### config.mk
export PLATFORM = sky130hd
export DESIGN_NAME = scan_vec_xactor
export DESIGN_NICKNAME = d
export VERILOG_FILES = /design/src/rtl/scan_xact_pkg.sv /design/src/rtl/scan_bit_counter.sv /design/src/rtl/scan_shift_reg.sv /design/src/rtl/scan_xact_fsm.sv /design/src/rtl/scan_vec_xactor.sv
export SDC_FILE = /design/constraint.sdc
export NUM_CORES = 1
export LEC_CHECK = 0
export BUFFER_PORTS_ARGS = -buffer_cell sky130_fd_sc_hd__buf_2
export CAP_MARGIN = 40
export CELL_PAD_IN_SITES_DETAIL_PLACEMENT = 0
export CELL_PAD_IN_SITES_GLOBAL_PLACEMENT = 1
export CORE_MARGIN = 10
export CORE_UTILIZATION = 25
export CTS_CLUSTER_SIZE = 24
export DETAILED_ROUTE_END_ITERATION = 7
export GPL_TIMING_DRIVEN = 0
export PLACE_DENSITY_LB_ADDON = 0.1
export SETUP_SLACK_MARGIN = 0.02
export SYNTH_ARGS = -nofsm -noshare
export SYNTH_HDL_FRONTEND = slang
export SYNTH_SLANG_ARGS = --single-unit
### constraint.sdc
create_clock -name clk -period 1.55 [get_ports clk]
set_input_delay 0 -clock clk [delete_from_list [all_inputs] [get_ports clk]]
set_output_delay 0 -clock clk [all_outputs]
set_load 0.1 [all_outputs]
### src/rtl/scan_xact_pkg.sv
package scan_xact_pkg;
  typedef enum logic [2:0] {
    ST_IDLE      = 3'd0,
    ST_WAIT_MSG  = 3'd1,
    ST_SHIFT     = 3'd2,
    ST_CAPTURE   = 3'd3,
    ST_SEND_RESP = 3'd4,
    ST_WAIT_ACK  = 3'd5
  } xact_state_t;
endpackage

### src/rtl/scan_bit_counter.sv
module scan_bit_counter #(
  parameter int LIMIT = 21,
  parameter int W     = $clog2(LIMIT + 1)
) (
  input  logic clk,
  input  logic rst,
  input  logic clr,
  input  logic inc,
  output logic last
);
  localparam logic [W-1:0] LAST_IDX = W'(LIMIT - 1);

  logic [W-1:0] cnt;

  always_ff @(posedge clk) begin
    if (rst || clr) cnt <= '0;
    else if (inc)   cnt <= cnt + 1'b1;
  end

  assign last = (cnt == LAST_IDX);
endmodule

### src/rtl/scan_shift_reg.sv
module scan_shift_reg #(
  parameter int N = 21
) (
  input  logic         clk,
  input  logic         rst,
  input  logic         load,
  input  logic [N-1:0] ld_data,
  input  logic         shift_en,
  input  logic         ser_in,
  input  logic         latch,
  output logic         ser_out,
  output logic [N-1:0] resp
);
  logic [N-1:0] sreg;

  // vector bits leave at bit 0, returning chain bits enter at the top
  always_ff @(posedge clk) begin
    if (rst)           sreg <= '0;
    else if (load)     sreg <= ld_data;
    else if (shift_en) sreg <= {ser_in, sreg[N-1:1]};
  end

  always_ff @(posedge clk) begin
    if (rst)        resp <= '0;
    else if (latch) resp <= sreg;
  end

  assign ser_out = sreg[0];
endmodule

### src/rtl/scan_xact_fsm.sv
module scan_xact_fsm
  import scan_xact_pkg::*;
(
  input  logic clk,
  input  logic rst,
  input  logic in_valid,
  input  logic out_ready,
  input  logic last,
  output logic in_ready,
  output logic out_valid,
  output logic scan_en,
  output logic test_mode,
  output logic clk_adv,
  output logic load,
  output logic shift_en,
  output logic latch_resp
);
  xact_state_t state, nxt;
  logic out_acc;
  logic tm_nxt;

  assign load       = in_valid && in_ready;
  assign out_acc    = out_valid && out_ready;
  assign shift_en   = (state == ST_SHIFT);
  assign latch_resp = (state == ST_CAPTURE);
  assign tm_nxt     = test_mode || load;

  always_comb begin
    nxt = state;
    case (state)
      ST_IDLE:      nxt = ST_WAIT_MSG;
      ST_WAIT_MSG:  if (load) nxt = ST_SHIFT;
      ST_SHIFT:     if (last) nxt = ST_CAPTURE;
      ST_CAPTURE:   nxt = ST_SEND_RESP;
      ST_SEND_RESP: begin
        if (load && out_acc) nxt = ST_SHIFT;
        else if (out_acc)    nxt = ST_WAIT_MSG;
        else if (load)       nxt = ST_WAIT_ACK;
      end
      ST_WAIT_ACK:  if (out_acc) nxt = ST_SHIFT;
      default:      nxt = ST_IDLE;
    endcase
  end

  // outputs registered from the next state
  always_ff @(posedge clk) begin
    if (rst) begin
      state     <= ST_IDLE;
      in_ready  <= 1'b0;
      out_valid <= 1'b0;
      clk_adv   <= 1'b0;
      scan_en   <= 1'b0;
      test_mode <= 1'b0;
    end else begin
      state     <= nxt;
      in_ready  <= (nxt == ST_WAIT_MSG) || (nxt == ST_SEND_RESP);
      out_valid <= (nxt == ST_SEND_RESP) || (nxt == ST_WAIT_ACK);
      clk_adv   <= (nxt == ST_SHIFT) || (nxt == ST_CAPTURE);
      scan_en   <= tm_nxt && (nxt != ST_CAPTURE);
      test_mode <= tm_nxt;
    end
  end
endmodule

### src/rtl/scan_vec_xactor.sv
module scan_vec_xactor #(
  parameter int CHAIN_LEN = 21,
  parameter int CNT_W     = $clog2(CHAIN_LEN + 1)
) (
  input  logic                 clk,
  input  logic                 rst,
  input  logic                 in_valid,
  output logic                 in_ready,
  input  logic [CHAIN_LEN-1:0] in_data,
  output logic                 out_valid,
  input  logic                 out_ready,
  output logic [CHAIN_LEN-1:0] out_data,
  output logic                 scan_in,
  input  logic                 scan_out,
  output logic                 scan_en,
  output logic                 test_mode,
  output logic                 clk_adv
);
  logic load, shift_en, latch_resp, last;

  scan_xact_fsm i_fsm (
    .clk        (clk),
    .rst        (rst),
    .in_valid   (in_valid),
    .out_ready  (out_ready),
    .last       (last),
    .in_ready   (in_ready),
    .out_valid  (out_valid),
    .scan_en    (scan_en),
    .test_mode  (test_mode),
    .clk_adv    (clk_adv),
    .load       (load),
    .shift_en   (shift_en),
    .latch_resp (latch_resp)
  );

  scan_bit_counter #(.LIMIT(CHAIN_LEN), .W(CNT_W)) i_cnt (
    .clk  (clk),
    .rst  (rst),
    .clr  (load),
    .inc  (shift_en),
    .last (last)
  );

  scan_shift_reg #(.N(CHAIN_LEN)) i_sreg (
    .clk      (clk),
    .rst      (rst),
    .load     (load),
    .ld_data  (in_data),
    .shift_en (shift_en),
    .ser_in   (scan_out),
    .latch    (latch_resp),
    .ser_out  (scan_in),
    .resp     (out_data)
  );
endmodule

==> impl_metrics.yaml <==
synth:
  synth_seq_cells: 55
  syn_area_per_cell_um2: 7.98
  seq_area_frac_synth_pct: 50.0
  synthAdderAreaFrac_pct: 1.14
  synthMuxAreaShare_pct: 0.909
  synthXorXnorAreaFrac_pct: 0
  synth.distinct_cells: 27
  yosysWarningCount: 0
  netlist_area_mm2: 0.00220
  synth_top_family_by_area: "simple AND/OR/NAND/NOR gates"
  synth_compound_area_share_pct: 18.1
  synthesis.nets: 304
  syn-instance-count: 276
  synthSimpleGateAreaFrac_pct: 25.0
critical_path:
  crit_required_ns: 1.80
  path_cells: "buf_6 -> or3b_1 -> buf_6 -> or3_1 -> a21oi_1"
  r2r_start: "i_fsm.state[1]"
  path_common_cell: "buf_6"
  critPathMaxStageDelay_ns: 0.36
  crit_path_end_kind: "flip-flop"
  path_buf_inv: 2
  reg2reg_depth: 5
  critPathTopFamily: "simple AND/OR/NAND/NOR gates"
  worstSetupStartpointType: "flip-flop"
  path_class: "reg2reg"
  cp_max_fo: 9
  cp.arrival_ns: 1.73
  cp_slowest_cell: "or3b_1"
  reg2reg_slack_ns: 0.07
  r2r_end: "i_cnt.cnt[2]"
  crit_start: "i_fsm.state[1]"
run:
  cap_violations: 0
clock_network:
  clkLatencyLatePin_ns: 0.32
  cts-root-buf: "clkbuf_8"
  cts_tree: "done"
  cts_buffers: 5
  clkTransAtPathRegs_ns: 0.10
  cts_buffer_depth: 2
  htree_levels: 2
  cts.sink_count: 55
cells_and_area:
  syn2layout_area_growth_pct: 36.1
  drive_gt1_share_pct: 22.6
  layout_commonest_cell: "nand2_1"
  final_nets: 391
  nFillCells: 947
  final_cell_area_mm2: 0.00300
  layout_common_cells: "nand2_1, buf_2, dfxtp_1, a21oi_1, nor2_1"
  final_core_util_pct: 34.7
  n_antenna_cell: 0
floorplanning:
  rows: 34
  coreArea_mm2: 0.00864
  initial_core_util_pct: 25.5
  die_h_um: 114
  dieArea_mm2: 0.0130
  die_x_um: 114
  pin_count: 53
global_routing:
  grt_pass1_wl_um: 10900
  grt_max_degree: 17
  antenna_found_initial: 0
  grt_pass1_vias: 2112
  track_usage_pct: 10.2
  grt_remaining_overflow: 0
place:
  postPlaceCellArea_mm2: 0.00260
  hpwl_um: 4780
  io_buffer_count: 51
  dpl_worst_slack_ns: -0.130
  gp_congestion: 0.733
timing:
  setup_viol: 0
  worstMarginPinSlew_ns: 0.558
  rsz0062_at_grt: "no"
  tns_ns: 0
  fin_skew_ns: 0.00923
  timing.fmax_mhz: 678
  slew_headroom_pct: 62.8
  hold_viol_final: 0
  period_needed_ns: 1.48
  fin_crit_sh_pct: 95.2
  setup_ws_ns: 0.0741
  slew_violations: 0
power:
  power_density_mw_per_mm2: 914
  p_seq_share_pct: 55.4
  ir_worst_vdd_uv: 466
  switching_power_w: 0.000805
  combinationalPowerShare_pct: 15.0
  power_leakage_nw: 1.19
  clockPowerShare_pct: 29.6
  power.internal_w: 0.00194
  switching_share_pct: 29.4
routing:
  drt_iter0_drc: 81
  viasPerCell: 4.54
  drt_pass1_iterations: 4
  vias: 2137
  wl_um: 6830
  routedWlPerCell_um: 14.5
  ant_nets: 0
  drc: 0
min_path:
  worstHoldPathCells: 3
  hold_class: "in2reg"
  holdPathEnd: "i_sreg.sreg[2]"
  hold_path_startpoint: "in_data[2]"
run_status:
  status: "finished, final reports clean"
[repair_timing]
action | in CTS | in global routing
resized for setup | 9 | 16
buffers inserted | 0 | 6
hold buffers | 22 | 0
setup endpoints to repair | 41 | 33
hold endpoints to repair | 21 | 0
cloned | 0 | 1
pin swaps | 1 | 1
[routing by layer]
metal | vias to the layer above | part of all wire [%] | wire (um) | GRT usage [%]
li1 | 1108 | - | - | -
met1 | 982 | 50 | 3390 | 13.6
met2 | 40 | 45 | 3050 | 15.5
met3 | 7 | 4.5 | 308 | 2.99
met4 | 0 | 1.1 | 76 | 3.09
met5 | - | 0 | 0 | 0
[worst register-to-register path: cells and delay by family, from the launching register on]
family / cells / cell delay, ns
DFF: 1 / 0.34
AOI/OAI and AO/OA: 1 / 0.13
and+or+nand+nor: 2 / 0.66
buffers and inverters: 2 / 0.28
[sequential cells by signal (all words and copies together), names as in the netlist]
name	flops
i_cnt.cnt	5
i_fsm.scan_en	1
i_sreg.resp	21
i_fsm.out_valid	1
i_fsm.clk_adv	1
i_fsm.test_mode	1
i_fsm.in_ready	1
i_sreg.sreg	21
i_fsm.state	3
[per-stage QoR]
step | hold WS, ns | power (W) | instances
2_1_floorplan | 0.162 | 0.00179 | 276
3_3_place_gp | 0.281 | 0.00191 | 435
3_5_place_dp | 0.275 | 0.00191 | 435
4_1_cts | 0.00102 | 0.00277 | 464
5_1_grt | 0.00867 | 0.00287 | 471
6_report | 0.0241 | 0.00274 | 471
[layout make-up]
type                    count  area, um^2  share of cell area [%]
flip-flops and latches     55        1100                    36.8
multi-input cells         196        1000                    33.3
repair buffers             80         526                    17.5
plain buffers              22         140                    4.67
well taps                 108         135                    4.51
clock buffers               5        68.8                    2.30
clock inverters             2        13.8                   0.459
inverters                   3        11.3                   0.376
[cell usage after synthesis]
cell type / count / share of area [%]
a311oi_1: 22 / 8.7
clkbuf_1: 14 / 2.4
mux2i_1: 2 / 0.91
buf_2: 6 / 1.4
a221oi_1: 1 / 0.40
inv_1: 3 / 0.51
or3b_1: 1 / 0.40
a211oi_1: 1 / 0.34
or3_1: 4 / 1.1
a21o_1: 1 / 0.34
a21oi_1: 28 / 6.4
dfxtp_1: 55 / 50
nand3b_1: 1 / 0.34
ha_1: 2 / 1.1
nor2_1: 25 / 4.3
nand3_1: 2 / 0.45
nand4bb_1: 1 / 0.51
nand2_1: 92 / 16
nor3b_2: 1 / 0.57
and3b_1: 2 / 0.80
buf_4: 2 / 0.68
o21ai_0: 4 / 0.91
nand2b_1: 1 / 0.28
a31oi_1: 2 / 0.57
nor2b_1: 1 / 0.28
a41oi_1: 1 / 0.40
nand4_1: 1 / 0.28
[cell families (layout without fill, tap and decap cells)]
logic type | after synthesis | after routing
buffers and inverters | 25 | 112
AOI/OAI and AO/OA | 60 | 60
and+or+nand+nor | 132 | 132
adders and majority gates | 2 | 2
DFF | 55 | 55
muxes | 2 | 2
[power groups by stage]
| stage | Clock (W) | Sequential [W] | Combinational [W] |
|---|---|---|---|
| final | 0.000812 | 0.00152 | 0.000412 |
| after floorplan | 0 | 0.00164 | 0.000153 |
| after global routing | 0.000892 | 0.00153 | 0.000451 |
| after global placement | 0 | 0.00155 | 0.000356 |
| after detailed placement | 0 | 0.00155 | 0.000357 |
| after CTS | 0.000843 | 0.00152 | 0.000405 |
[worst max-delay path by stage]
stage,cells past startpoint,slack (ns),to
final,5,0.07,i_cnt.cnt[2]
after global routing,6,0.02,i_sreg.sreg[16]
after CTS,5,0.02,i_sreg.sreg[17]
after detailed placement,5,-0.13,i_sreg.sreg[14]
after global placement,5,-0.10,i_sreg.sreg[14]
after floorplan,3,0.1,i_sreg.sreg[10]
Power figures use the tool's default switching activity.
